**config.mk**
```make
export PLATFORM = sky130hd
export DESIGN_NAME = sw_irq_bank
export DESIGN_NICKNAME = d
export VERILOG_FILES = /design/src/rtl/sw_irq_pkg.sv /design/src/rtl/swi_decode.sv /design/src/rtl/swi_cell.sv /design/src/rtl/swi_rsp.sv /design/src/rtl/sw_irq_bank.sv
export SDC_FILE = /design/constraint.sdc
export NUM_CORES = 1
export LEC_CHECK = 0
export ABC_AREA = 0
export BUFFER_PORTS_ARGS = -buffer_cell sky130_fd_sc_hd__buf_2
export CAP_MARGIN = 5
export CORE_ASPECT_RATIO = 0.8
export CORE_MARGIN = 4
export CORE_UTILIZATION = 29
export CTS_CLUSTER_DIAMETER = 80
export DETAILED_ROUTE_END_ITERATION = 10
export PLACE_DENSITY = 0.88
export REMOVE_ABC_BUFFERS = 1
export SLEW_MARGIN = 20
export SYNTH_ARGS = -nofsm -noshare
export SYNTH_HDL_FRONTEND = slang
export SYNTH_SLANG_ARGS = --single-unit
```
**constraint.sdc**
```tcl
create_clock -name clk -period 1.6 [get_ports clk]
set_input_delay 0 -clock clk [delete_from_list [all_inputs] [get_ports clk]]
set_output_delay 0 -clock clk [all_outputs]
set_load 0.02 [all_outputs]
```
**src/rtl/sw_irq_pkg.sv**
```systemverilog
package sw_irq_pkg;
  localparam int REG_W = 32;

  typedef enum logic [1:0] {
    SZ_BYTE  = 2'b00,
    SZ_HALF  = 2'b01,
    SZ_WORD  = 2'b10,
    SZ_DWORD = 2'b11
  } acc_size_e;

  typedef enum logic {
    MODE_RW       = 1'b0,
    MODE_DOORBELL = 1'b1
  } swi_mode_e;
endpackage

```
**src/rtl/swi_decode.sv**
```systemverilog
module swi_decode #(
  parameter int NUM_HARTS = 4,
  parameter int ADDR_W    = 8
) (
  input  logic [ADDR_W-1:0]    addr,
  input  logic [1:0]           size,
  output logic                 legal,
  output logic [NUM_HARTS-1:0] hit
);
  import sw_irq_pkg::*;
  localparam int IDX_W = ADDR_W - 2;

  logic [IDX_W-1:0] idx;
  assign idx   = addr[ADDR_W-1:2];
  assign legal = (size == SZ_WORD) && (addr[1:0] == 2'b00) && (int'(idx) < NUM_HARTS);

  for (genvar g = 0; g < NUM_HARTS; g++) begin : g_hit
    assign hit[g] = legal && (int'(idx) == g);
  end
endmodule

```
**src/rtl/swi_cell.sv**
```systemverilog
module swi_cell #(
  parameter sw_irq_pkg::swi_mode_e MODE = sw_irq_pkg::MODE_RW
) (
  input  logic clk,
  input  logic rst_n,
  input  logic set_req,
  input  logic clr_req,
  input  logic ack,
  output logic pend
);
  import sw_irq_pkg::*;

  if (MODE == MODE_RW) begin : g_rw
    logic unused_ack;
    assign unused_ack = ack;
    always_ff @(posedge clk or negedge rst_n) begin
      if (!rst_n)       pend <= 1'b0;
      else if (set_req) pend <= 1'b1;
      else if (clr_req) pend <= 1'b0;
    end
  end else begin : g_doorbell
    logic unused_in;
    assign unused_in = rst_n ^ clr_req;
    always_ff @(posedge clk) begin
      if (set_req)  pend <= 1'b1;
      else if (ack) pend <= 1'b0;
    end
  end
endmodule

```
**src/rtl/swi_rsp.sv**
```systemverilog
module swi_rsp #(
  parameter int W = 32
) (
  input  logic         clk,
  input  logic         rst_n,
  input  logic         accept,
  input  logic [W-1:0] rdata_in,
  input  logic         rsp_ready,
  output logic         req_ready,
  output logic         rsp_valid,
  output logic [W-1:0] rsp_rdata
);
  assign req_ready = !rsp_valid || rsp_ready;

  always_ff @(posedge clk or negedge rst_n) begin
    if (!rst_n) begin
      rsp_valid <= 1'b0;
      rsp_rdata <= '0;
    end else if (accept) begin
      rsp_valid <= 1'b1;
      rsp_rdata <= rdata_in;
    end else if (rsp_ready) begin
      rsp_valid <= 1'b0;
    end
  end
endmodule

```
**src/rtl/sw_irq_bank.sv**
```systemverilog
module sw_irq_bank #(
  parameter int                    NUM_HARTS = 4,
  parameter int                    ADDR_W    = 8,
  parameter sw_irq_pkg::swi_mode_e MODE      = sw_irq_pkg::MODE_RW
) (
  input  logic                 clk,
  input  logic                 rst_n,
  input  logic                 req_valid,
  output logic                 req_ready,
  input  logic                 req_write,
  input  logic [ADDR_W-1:0]    req_addr,
  input  logic [1:0]           req_size,
  input  logic [31:0]          req_wdata,
  output logic                 rsp_valid,
  input  logic                 rsp_ready,
  output logic [31:0]          rsp_rdata,
  input  logic [NUM_HARTS-1:0] ack_clr,
  output logic [NUM_HARTS-1:0] irq_pending
);
  import sw_irq_pkg::*;
  localparam logic READABLE = (MODE == MODE_RW);

  logic                 accept, wr, legal, rd_bit;
  logic [NUM_HARTS-1:0] hit;
  logic [REG_W-1:0]     rdata_next;
  logic                 unused_hi;

  assign unused_hi = ^req_wdata[31:1];
  assign accept    = req_valid && req_ready;
  assign wr        = accept && req_write;

  swi_decode #(.NUM_HARTS(NUM_HARTS), .ADDR_W(ADDR_W)) u_dec (
    .addr (req_addr),
    .size (req_size),
    .legal(legal),
    .hit  (hit)
  );

  for (genvar g = 0; g < NUM_HARTS; g++) begin : g_cell
    swi_cell #(.MODE(MODE)) u_cell (
      .clk    (clk),
      .rst_n  (rst_n),
      .set_req(wr && hit[g] && req_wdata[0]),
      .clr_req(wr && hit[g] && !req_wdata[0]),
      .ack    (ack_clr[g]),
      .pend   (irq_pending[g])
    );
  end

  assign rd_bit     = READABLE && legal && !req_write && |(irq_pending & hit);
  assign rdata_next = {{(REG_W-1){1'b0}}, rd_bit};

  swi_rsp #(.W(REG_W)) u_rsp (
    .clk      (clk),
    .rst_n    (rst_n),
    .accept   (accept),
    .rdata_in (rdata_next),
    .rsp_ready(rsp_ready),
    .req_ready(req_ready),
    .rsp_valid(rsp_valid),
    .rsp_rdata(rsp_rdata)
  );
endmodule

```
==> metrics, run 1 <==
Net Sw Frac 36.2%; GP Congestion 0.699; first-pass iteration count of the detailed router 4; CTS tree built; yosys warns 0; mux share of post-synthesis cell area 11.2%; slowest cell on the critical path dfrtp_1; run status finished, final reports clean; Layout area overhead 5.37%; via count of the first global-routing pass 372; Fillers 213; max cap viols 0; Horiz. Die Dim 59.1 µm; worst skew pair latency 0.25 ns; Seq/Total Area, Yosys 24.8%; initial core utilization 31.4%; Max IR drop VDD 0.277 mV; setup violators final 0; post-DR vias/cell 3.63; CP cell instances or2b_2 > nand3_1 > nor4b_2 > mux2_1; P_sw 151 µW; Die ar. 0.00289 mm²; post-synthesis adder-cell area fraction 0%; hold endpoint g_cell[0].u_cell.pend; sequential power share 37.3%; first-pass GRT wire length 1700 µm; Detailed Route Iter0 Violations 11; PwrDens 655 mW/mm²; min Tclk post-route 1.41 ns; initial antenna violation count 0; post-DP HPWL 1080 µm; worst hold path class in2reg; largest family of logic cells by synthesized area buffers and inverters; count of cell types in the netlist 18; Max FO, Critical Path 4; combinational power share 29.3%; top post-synthesis cells by area buf_4 43%, dfrtp_1 25%, mux2_1 5.6%; Fin. Hold Viols 0; nets 137; design internal power 267 µW; setup bufs post-CTS 0; Reg2Reg Setup Slack 0.19 ns; met2 usage 13.2%; clk buf depth 2; Clock Power Share 33.5%; clock transition at the registers of the reported paths 0.05 ns; Leak 0.362 nW; Ports 89; CP Launch Type register; most common cell after layout, fill and taps aside conb_1; DR vias 392; fmax 709 MHz; area share of the largest cell type after synthesis 43.4%; sum of negative setup slack 0 ns; synthesized area 606 µm²; Synth Area in Compound Gates 1.45%; worst hold path depth 2; peak per-stage delay on the critical path 0.36 ns; Slew Viols, Final 0; Congestion Overflow GR 0; Post-route DRC 0; DR WL/cell 10.9 µm; Synth Instances 62; simple-gate share of the synthesized area 18.0%; Crit Reg-Reg Endpoint g_cell[2].u_cell.pend; # rows 14; critical path endpoint category register; share of layout cells above drive strength 1 38.1%; CTS root buffer clkbuf_4; largest net degree at the start of global routing 7; CP Depth 4; Synth Area in XOR/XNOR 0%; Worst Skew 0.00520 ns; Seq cells post-synth 6; critical path class reg2reg; M3 GR Usage 5.29%; Num CTS Buffers 3; hold path startpoint req_wdata[0]; crit path DAT 1.53 ns; RSZ-0062 raised after global routing false; synthesized area per cell 9.77 µm²; Synth area leader buf_4; final antenna diode count 0; CP top delay family simple AND/OR/NAND/NOR gates; Core ar. 0.00193 mm²; GRT Util Overall 8.22%; I/O Buffers 22; most frequent cells in the layout 31 x conb_1, 22 x buf_2, 6 x dfrtp_1; total length of routed wires 1170 µm; Finished Core Util 33.1%; htree depth 1; fin crit share 88.1%; Req. time, crit path 1.72 ns; R2R Path Start u_rsp.rsp_valid; GR peak layer met2; Clock Sinks 6; Die Span Y 48.9 µm; met1 usage 8.31%; Bufs and invs on worst path 0; r2r worst-path depth 4; antenna-violating nets left 0
through the flow:
stage | cell area [µm²] | setup WS [ns] | total power, mW | hold slack, ns | cells
2_1_floorplan | 455 | 0.0845 | 0.240 | -0.296 | 57
3_3_place_gp | 596 | 0.206 | 0.271 | -0.174 | 103
3_5_place_dp | 596 | 0.201 | 0.275 | -0.169 | 103
4_1_cts | 638 | 0.184 | 0.424 | 0.0105 | 108
5_1_grt | 638 | 0.0854 | 0.445 | 0.0167 | 108
6_report | 638 | 0.190 | 0.418 | 0.0176 | 108
logic make-up (layout without fill, tap and decap cells):
group           count (synthesis)  after routing
mux                             5              5
other cells                     1             31
flops                           6              6
compound gates                  1              1
simple gates                   13             13
buf+inv                        36             28
cell usage after synthesis, drive strengths merged:
cell type	number
mux4	1
dfrtp	6
buf	35
or2b	1
a22o	1
nor4b	2
conb	1
nand2b	1
nor3	2
mux2	4
nand3	2
inv	1
nand2	2
nor4	3
area by class of cell:
class,count,area (µm²),share of cell area [%]
flip-flops and latches,6,150,23.5
repair buffers,24,130,20.4
clock buffers,3,22.5,3.53
inverters,1,3.75,0.588
multi-input cells,50,302,47.3
well taps,24,30.0,4.71
state kept, by name, summed over array words and instances (netlist names):
register,cells
g_cell.u_cell.pend,4
u_rsp.rsp_rdata,1
u_rsp.rsp_valid,1
metal layers:
| layer | vias up | part of all wire [%] | wire length, µm |
|---|---|---|---|
| met5 | - | 0 | 0 |
| met4 | 0 | 0 | 0 |
| met3 | 0 | 16 | 191 |
| met2 | 32 | 53 | 618 |
| met1 | 173 | 31 | 364 |
| li1 | 187 | - | - |
power groups by stage:
stage | Sequential (mW) | Combinational (mW) | Clock [mW]
2_1_floorplan | 0.161 | 0.0787 | 0
3_3_place_gp | 0.158 | 0.114 | 0
3_5_place_dp | 0.158 | 0.117 | 0
4_1_cts | 0.156 | 0.121 | 0.147
5_1_grt | 0.156 | 0.133 | 0.156
6_report | 0.156 | 0.122 | 0.140
timing repair:
action / 4_1_cts / 5_1_grt
hold buffers: 2 / 0
gates resized for setup: 0 / 0
hold endpoints to repair: 7 / 0
worst reg2reg max path: stages, from the launching register on:
cell     delay, ns
dfrtp_1       0.36
or2b_2        0.19
nand3_1       0.14
nor4b_2       0.25
mux2_1        0.34
how the worst max path moves through the flow:
| stage | from | end | slack [ns] |
|---|---|---|---|
| 2_1_floorplan | u_rsp.rsp_valid | g_cell[2].u_cell.pend | 0.08 |
| 3_3_place_gp | u_rsp.rsp_valid | g_cell[2].u_cell.pend | 0.21 |
| 3_5_place_dp | u_rsp.rsp_valid | g_cell[2].u_cell.pend | 0.20 |
| 4_1_cts | u_rsp.rsp_valid | g_cell[2].u_cell.pend | 0.18 |
| 5_1_grt | u_rsp.rsp_valid | g_cell[1].u_cell.pend | 0.09 |
| 6_report | u_rsp.rsp_valid | g_cell[2].u_cell.pend | 0.19 |
(Power assumes the default switching activity.)
==> run 2: changes to the inputs <==
- CTS_CLUSTER_DIAMETER: 80 -> 60
- RECOVER_POWER: not set -> 50
==> run 2 against run 1 <==
  * Core utilization shrank 0.26 points
  * Critical path depth unchanged
  * Power decreased by 0.19%
  * Via count rose by 0.26%
  * Clock-buffer cell count is the same
  * Combinational power is essentially flat
  * Flip-flop and latch count stayed put
  * Register-to-register slack about the same
  * Non-clock buffer count did not move
  * Wire length grew 0.17%
  * Global-route usage unchanged
==> metrics, run 2 (synthesis gave the netlist of run 1 again) <==
Largest register FFs 4 (unchanged); via count of the first global-routing pass 372 (unchanged); initial core utilization 31.4% (unchanged); Num CTS Buffers 3 (unchanged); PwrDens 659 mW/mm² (was 655 mW/mm²); run status finished, final reports clean (unchanged); Reg with most FFs g_cell.u_cell.pend (unchanged); Ports 89 (unchanged); Req. time, crit path 1.72 ns (about the same); r2r worst-path depth 4 (unchanged); Die Span Y 48.9 µm (unchanged); total length of routed wires 1180 µm (was 1170 µm); first-pass iteration count of the detailed router 4 (unchanged); CP Launch Type register (unchanged); CTS root buffer clkbuf_4 (unchanged); biggest regs g_cell.u_cell.pend x4, u_rsp.rsp_rdata x1, u_rsp.rsp_valid x1 (unchanged); min Tclk post-route 1.42 ns (was 1.41 ns); crit path DAT 1.54 ns (was 1.53 ns); Setup WS pre-CTS 0.201 ns (unchanged); clk buf depth 2 (unchanged); max cap viols 0 (unchanged); critical path endpoint category register (unchanged); worst hold path class in2reg (unchanged); Layout area overhead 4.55% (was 5.37%); worst hold path depth 2 (unchanged); antenna-violating nets left 0 (unchanged); clock transition at the registers of the reported paths 0.05 ns (about the same); GP Congestion 0.699 (unchanged); Leak 0.348 nW (was 0.362 nW); Congestion Overflow GR 0 (unchanged); post-DR vias/cell 3.64 (was 3.63); Fin. Hold Viols 0 (unchanged); Post-route DRC 0 (unchanged); worst skew pair latency 0.25 ns (about the same); design internal power 266 µW (was 267 µW); Die ar. 0.00289 mm² (unchanged); fin crit share 88.5% (was 88.1%); largest net degree at the start of global routing 7 (unchanged); sum of negative setup slack 0 ns (unchanged); Clock Power Share 33.5% (about the same); first-pass GRT wire length 1700 µm (unchanged); Finished Core Util 32.9% (was 33.1%); fmax 706 MHz (was 709 MHz); final worst setup slack 0.184 ns (was 0.190 ns); CTS tree built (unchanged); combinational power share 29.1% (was 29.3%); sequential power share 37.4% (was 37.3%); Max FO, Critical Path 4 (unchanged); GRT Util Overall 8.22% (unchanged); Worst Skew 0.00528 ns (was 0.00520 ns); initial antenna violation count 0 (unchanged); setup bufs post-CTS 0 (unchanged); Horiz. Die Dim 59.1 µm (unchanged); share of layout cells above drive strength 1 33.3% (was 38.1%); Slew Viols, Final 0 (unchanged); most common cell after layout, fill and taps aside conb_1 (unchanged); DR WL/cell 10.9 µm (about the same); most frequent cells in the layout 31 x conb_1, 18 x buf_2, 6 x dfrtp_1 (was 31 x conb_1, 22 x buf_2, 6 x dfrtp_1); Core ar. 0.00193 mm² (unchanged); setup violators final 0 (unchanged); Net Sw Frac 36.2% (about the same); RSZ-0062 raised after global routing false (unchanged); P_sw 151 µW (about the same); nets 137 (unchanged); htree depth 1 (unchanged); final antenna diode count 0 (unchanged); critical path class reg2reg (unchanged); # rows 14 (unchanged); DR vias 393 (was 392); Fillers 217 (was 213); Max IR drop VDD 0.277 mV (about the same); Clock Sinks 6 (unchanged); post-DP HPWL 1080 µm (unchanged); Detailed Route Iter0 Violations 8 (was 11); I/O Buffers 22 (unchanged)
## run 2: per-stage QoR
stage,hold slack [ns],power [mW],cell area (µm²),instances
floorplan,-0.296,0.240,455,57
global placement,-0.174,0.271,596,103
detailed placement,-0.169,0.275,596,103
CTS,0.0105,0.424,638,108
global route,0.0167,0.444,633,108
finish,0.0177,0.417,633,108
## run 2: layer usage
metal  share of wire (%)  vias to the layer above  GRT usage (%)
met5                   0                        -              0
met4                   0                        0           3.40
met3                  16                        0           5.29
met2                  52                       32           13.2
met1                  31                      174           8.31
li1                    -                      187              -
## run 2: worst paths after layout
path	endpoint	start	slack, ns
hold reg to reg	g_cell[0].u_cell.pend	g_cell[0].u_cell.pend	0.52
min in group asynchronous	u_rsp.rsp_valid	rst_n	0.16
setup reg to reg	g_cell[2].u_cell.pend	u_rsp.rsp_valid	0.18
max in group asynchronous	g_cell[1].u_cell.pend	rst_n	1.19
setup / recovery	g_cell[2].u_cell.pend	u_rsp.rsp_valid	0.18
hold / removal	g_cell[0].u_cell.pend	req_wdata[0]	0.02
## run 2: power by group through the flow
stage	Sequential [mW]	Clock [mW]	Combinational, mW
floorplan	0.161	0	0.0787
global placement	0.158	0	0.114
detailed placement	0.158	0	0.117
CTS	0.156	0.147	0.121
global route	0.156	0.156	0.132
finish	0.156	0.140	0.122
## run 2: timing repair
action                                 in CTS  in global routing
resized for setup                           0                  0
hold buffers                                2                  0
endpoints found under the hold margin       7                  0
## run 2: final cells by class
class                      instances  area, µm²  share of cell area, %
clock buffer                       3       22.5                   3.56
tap                               24       30.0                   4.74
inverter                           1       3.75                  0.593
timing repair buffer              24        125                   19.8
multi-input combinational         50        302                   47.6
sequential                         6        150                   23.7
## run 2: worst max-delay path, stage by stage (launching register included)
cell and delay [ns]:
dfrtp_1 0.37, or2b_2 0.19, nand3_1 0.14, nor4b_2 0.25, mux2_1 0.34
==> run 3: changes to the inputs <==
- MAX_ROUTING_LAYER: not set -> met4
==> run 3 against run 2 <==
  * Combinational power about the same
  * Clock skew about the same
  * Non-clock buffer count unchanged
  * Register-to-register slack about the same
  * Die area unchanged
  * Critical path depth unchanged
  * Clock power about the same
  * Via count unchanged
  * Flip-flop and latch count unchanged
  * Hold slack about the same
  * Sequential power about the same
  * Setup slack about the same
  * Critical path type unchanged
  * Critical endpoint unchanged
  * Highest routed layer unchanged
==> metrics, run 3 (synthesis gave the netlist of run 1 again) <==
max cap viols 0 (unchanged); run status finished, final reports clean (unchanged); Ports 89 (unchanged); GRT Util Overall 8.44% (was 8.22%); r2r worst-path depth 4 (unchanged); RSZ-0062 raised after global routing false (unchanged); met2 wire len 617 µm (unchanged); Horiz. Die Dim 59.1 µm (unchanged); Num CTS Buffers 3 (unchanged); final antenna diode count 0 (unchanged); CTS tree built (unchanged); hold endpoint g_cell[0].u_cell.pend (unchanged); CP cell instances or2b_2 > nand3_1 > nor4b_2 > mux2_1 (unchanged); antenna-violating nets left 0 (unchanged); # rows 14 (unchanged); I/O Buffers 22 (unchanged); hold path startpoint req_wdata[0] (unchanged); crit path DAT 1.54 ns (about the same); Leak 0.348 nW (unchanged); min Tclk post-route 1.42 ns (about the same); Bufs and invs on worst path 0 (unchanged); biggest regs g_cell.u_cell.pend x4, u_rsp.rsp_rdata x1, u_rsp.rsp_valid x1 (unchanged); Clock Sinks 6 (unchanged); Core ar. 0.00193 mm² (unchanged); setup violators final 0 (unchanged); critical path endpoint category register (unchanged); Largest register FFs 4 (unchanged); Die ar. 0.00289 mm² (unchanged); Post-route DRC 0 (unchanged); Crit Reg-Reg Endpoint g_cell[2].u_cell.pend (unchanged); Reg with most FFs g_cell.u_cell.pend (unchanged); setup bufs post-CTS 0 (unchanged); fin crit share 88.5% (about the same); total length of routed wires 1180 µm (unchanged); R2R Path Start u_rsp.rsp_valid (unchanged); post-DR vias/cell 3.64 (unchanged); peak per-stage delay on the critical path 0.37 ns (about the same); Fin. Hold Viols 0 (unchanged); Congestion Overflow GR 0 (unchanged); fmax 706 MHz (about the same); CP Depth 4 (unchanged); Req. time, crit path 1.72 ns (about the same); CP Launch Type register (unchanged); largest net degree at the start of global routing 7 (unchanged); first-pass GRT wire length 1700 µm (unchanged); sum of negative setup slack 0 ns (unchanged); clock transition at the registers of the reported paths 0.05 ns (about the same); met3 wire length 180 µm (was 193 µm); Worst Skew 0.00532 ns (was 0.00528 ns); final worst setup slack 0.184 ns (about the same); initial core utilization 31.4% (unchanged); Detailed Route Iter0 Violations 8 (unchanged); worst skew pair latency 0.25 ns (about the same); PwrDens 659 mW/mm² (about the same); CTS root buffer clkbuf_4 (unchanged); Slew Viols, Final 0 (unchanged); Fillers 217 (unchanged); most common cell after layout, fill and taps aside conb_1 (unchanged); Max FO, Critical Path 4 (unchanged); first-pass iteration count of the detailed router 4 (unchanged); via count of the first global-routing pass 372 (unchanged); Setup WS pre-CTS 0.201 ns (unchanged); most frequent cells in the layout 31 x conb_1, 18 x buf_2, 6 x dfrtp_1 (unchanged); post-DP HPWL 1080 µm (unchanged); highest metal used met3 (unchanged); CP top delay family simple AND/OR/NAND/NOR gates (unchanged); DR vias 393 (unchanged); Layout area overhead 4.55% (unchanged); slowest cell on the critical path dfrtp_1 (unchanged); Reg2Reg Setup Slack 0.18 ns (about the same); Die Span Y 48.9 µm (unchanged); clk buf depth 2 (unchanged); share of layout cells above drive strength 1 33.3% (unchanged); htree depth 1 (unchanged); GP Congestion 0.707 (was 0.699); critical path class reg2reg (unchanged); nets 137 (unchanged); met1 WL 378 µm (was 365 µm); initial antenna violation count 0 (unchanged); DR WL/cell 10.9 µm (unchanged); Max IR drop VDD 0.277 mV (about the same); worst hold path class in2reg (unchanged); worst hold path depth 2 (unchanged)
## run 3: worst max-delay path by stage
stage	startpoint	endpoint	slack [ns]
finish	u_rsp.rsp_valid	g_cell[2].u_cell.pend	0.18
global route	u_rsp.rsp_valid	g_cell[1].u_cell.pend	0.08
CTS	u_rsp.rsp_valid	g_cell[2].u_cell.pend	0.18
detailed placement	u_rsp.rsp_valid	g_cell[2].u_cell.pend	0.20
global placement	u_rsp.rsp_valid	g_cell[2].u_cell.pend	0.21
floorplan	u_rsp.rsp_valid	g_cell[2].u_cell.pend	0.08
## run 3: through the flow
| step | utilization (%) | power, mW | area [µm²] | instances | hold slack (ns) |
|---|---|---|---|---|---|
| after floorplan | - | 0.240 | 455 | 57 | -0.296 |
| after global placement | 30.9 | 0.271 | 596 | 103 | -0.174 |
| after detailed placement | 30.9 | 0.275 | 596 | 103 | -0.169 |
| after CTS | 33.1 | 0.424 | 638 | 108 | 0.0105 |
| after global routing | 32.9 | 0.444 | 633 | 108 | 0.0167 |
| final | 32.9 | 0.417 | 633 | 108 | 0.0177 |
## run 3: power breakdown
part / switching [mW] / total (mW) / internal [mW] / leakage, nW
Combinational: 0.0951 / 0.122 / 0.0265 / 0.253
Sequential: 0.00118 / 0.156 / 0.155 / 0.0806
Clock: 0.0549 / 0.140 / 0.0848 / 0.0138
Total: 0.151 / 0.417 / 0.266 / 0.348
## run 3: layout make-up
| type | count | area (µm²) | share of cell area [%] |
|---|---|---|---|
| Clock buffer | 3 | 22.5 | 3.56 |
| Inverter | 1 | 3.75 | 0.593 |
| Multi-Input combinational cell | 50 | 302 | 47.6 |
| Sequential cell | 6 | 150 | 23.7 |
| Tap cell | 24 | 30.0 | 4.74 |
| Timing Repair Buffer | 24 | 125 | 19.8 |
## run 3: routing by layer
metal | up-vias | global-route usage (%)
li1 | 187 | -
met1 | 174 | 8.63
met2 | 32 | 13.2
met3 | 0 | 4.76
met4 | 0 | 3.40
met5 | - | -
## run 3: worst reg2reg max path: cells and delay by family (launching register included)
family | cells | cell delay (ns)
AND/OR/NAND/NOR | 3 | 0.58
flip-flops | 1 | 0.37
multiplexers | 1 | 0.34
## run 3: repair_timing
item / CTS / global route
hold buffers: 2 / 0
endpoints found under the hold margin: 7 / 0
resized for setup: 0 / 0
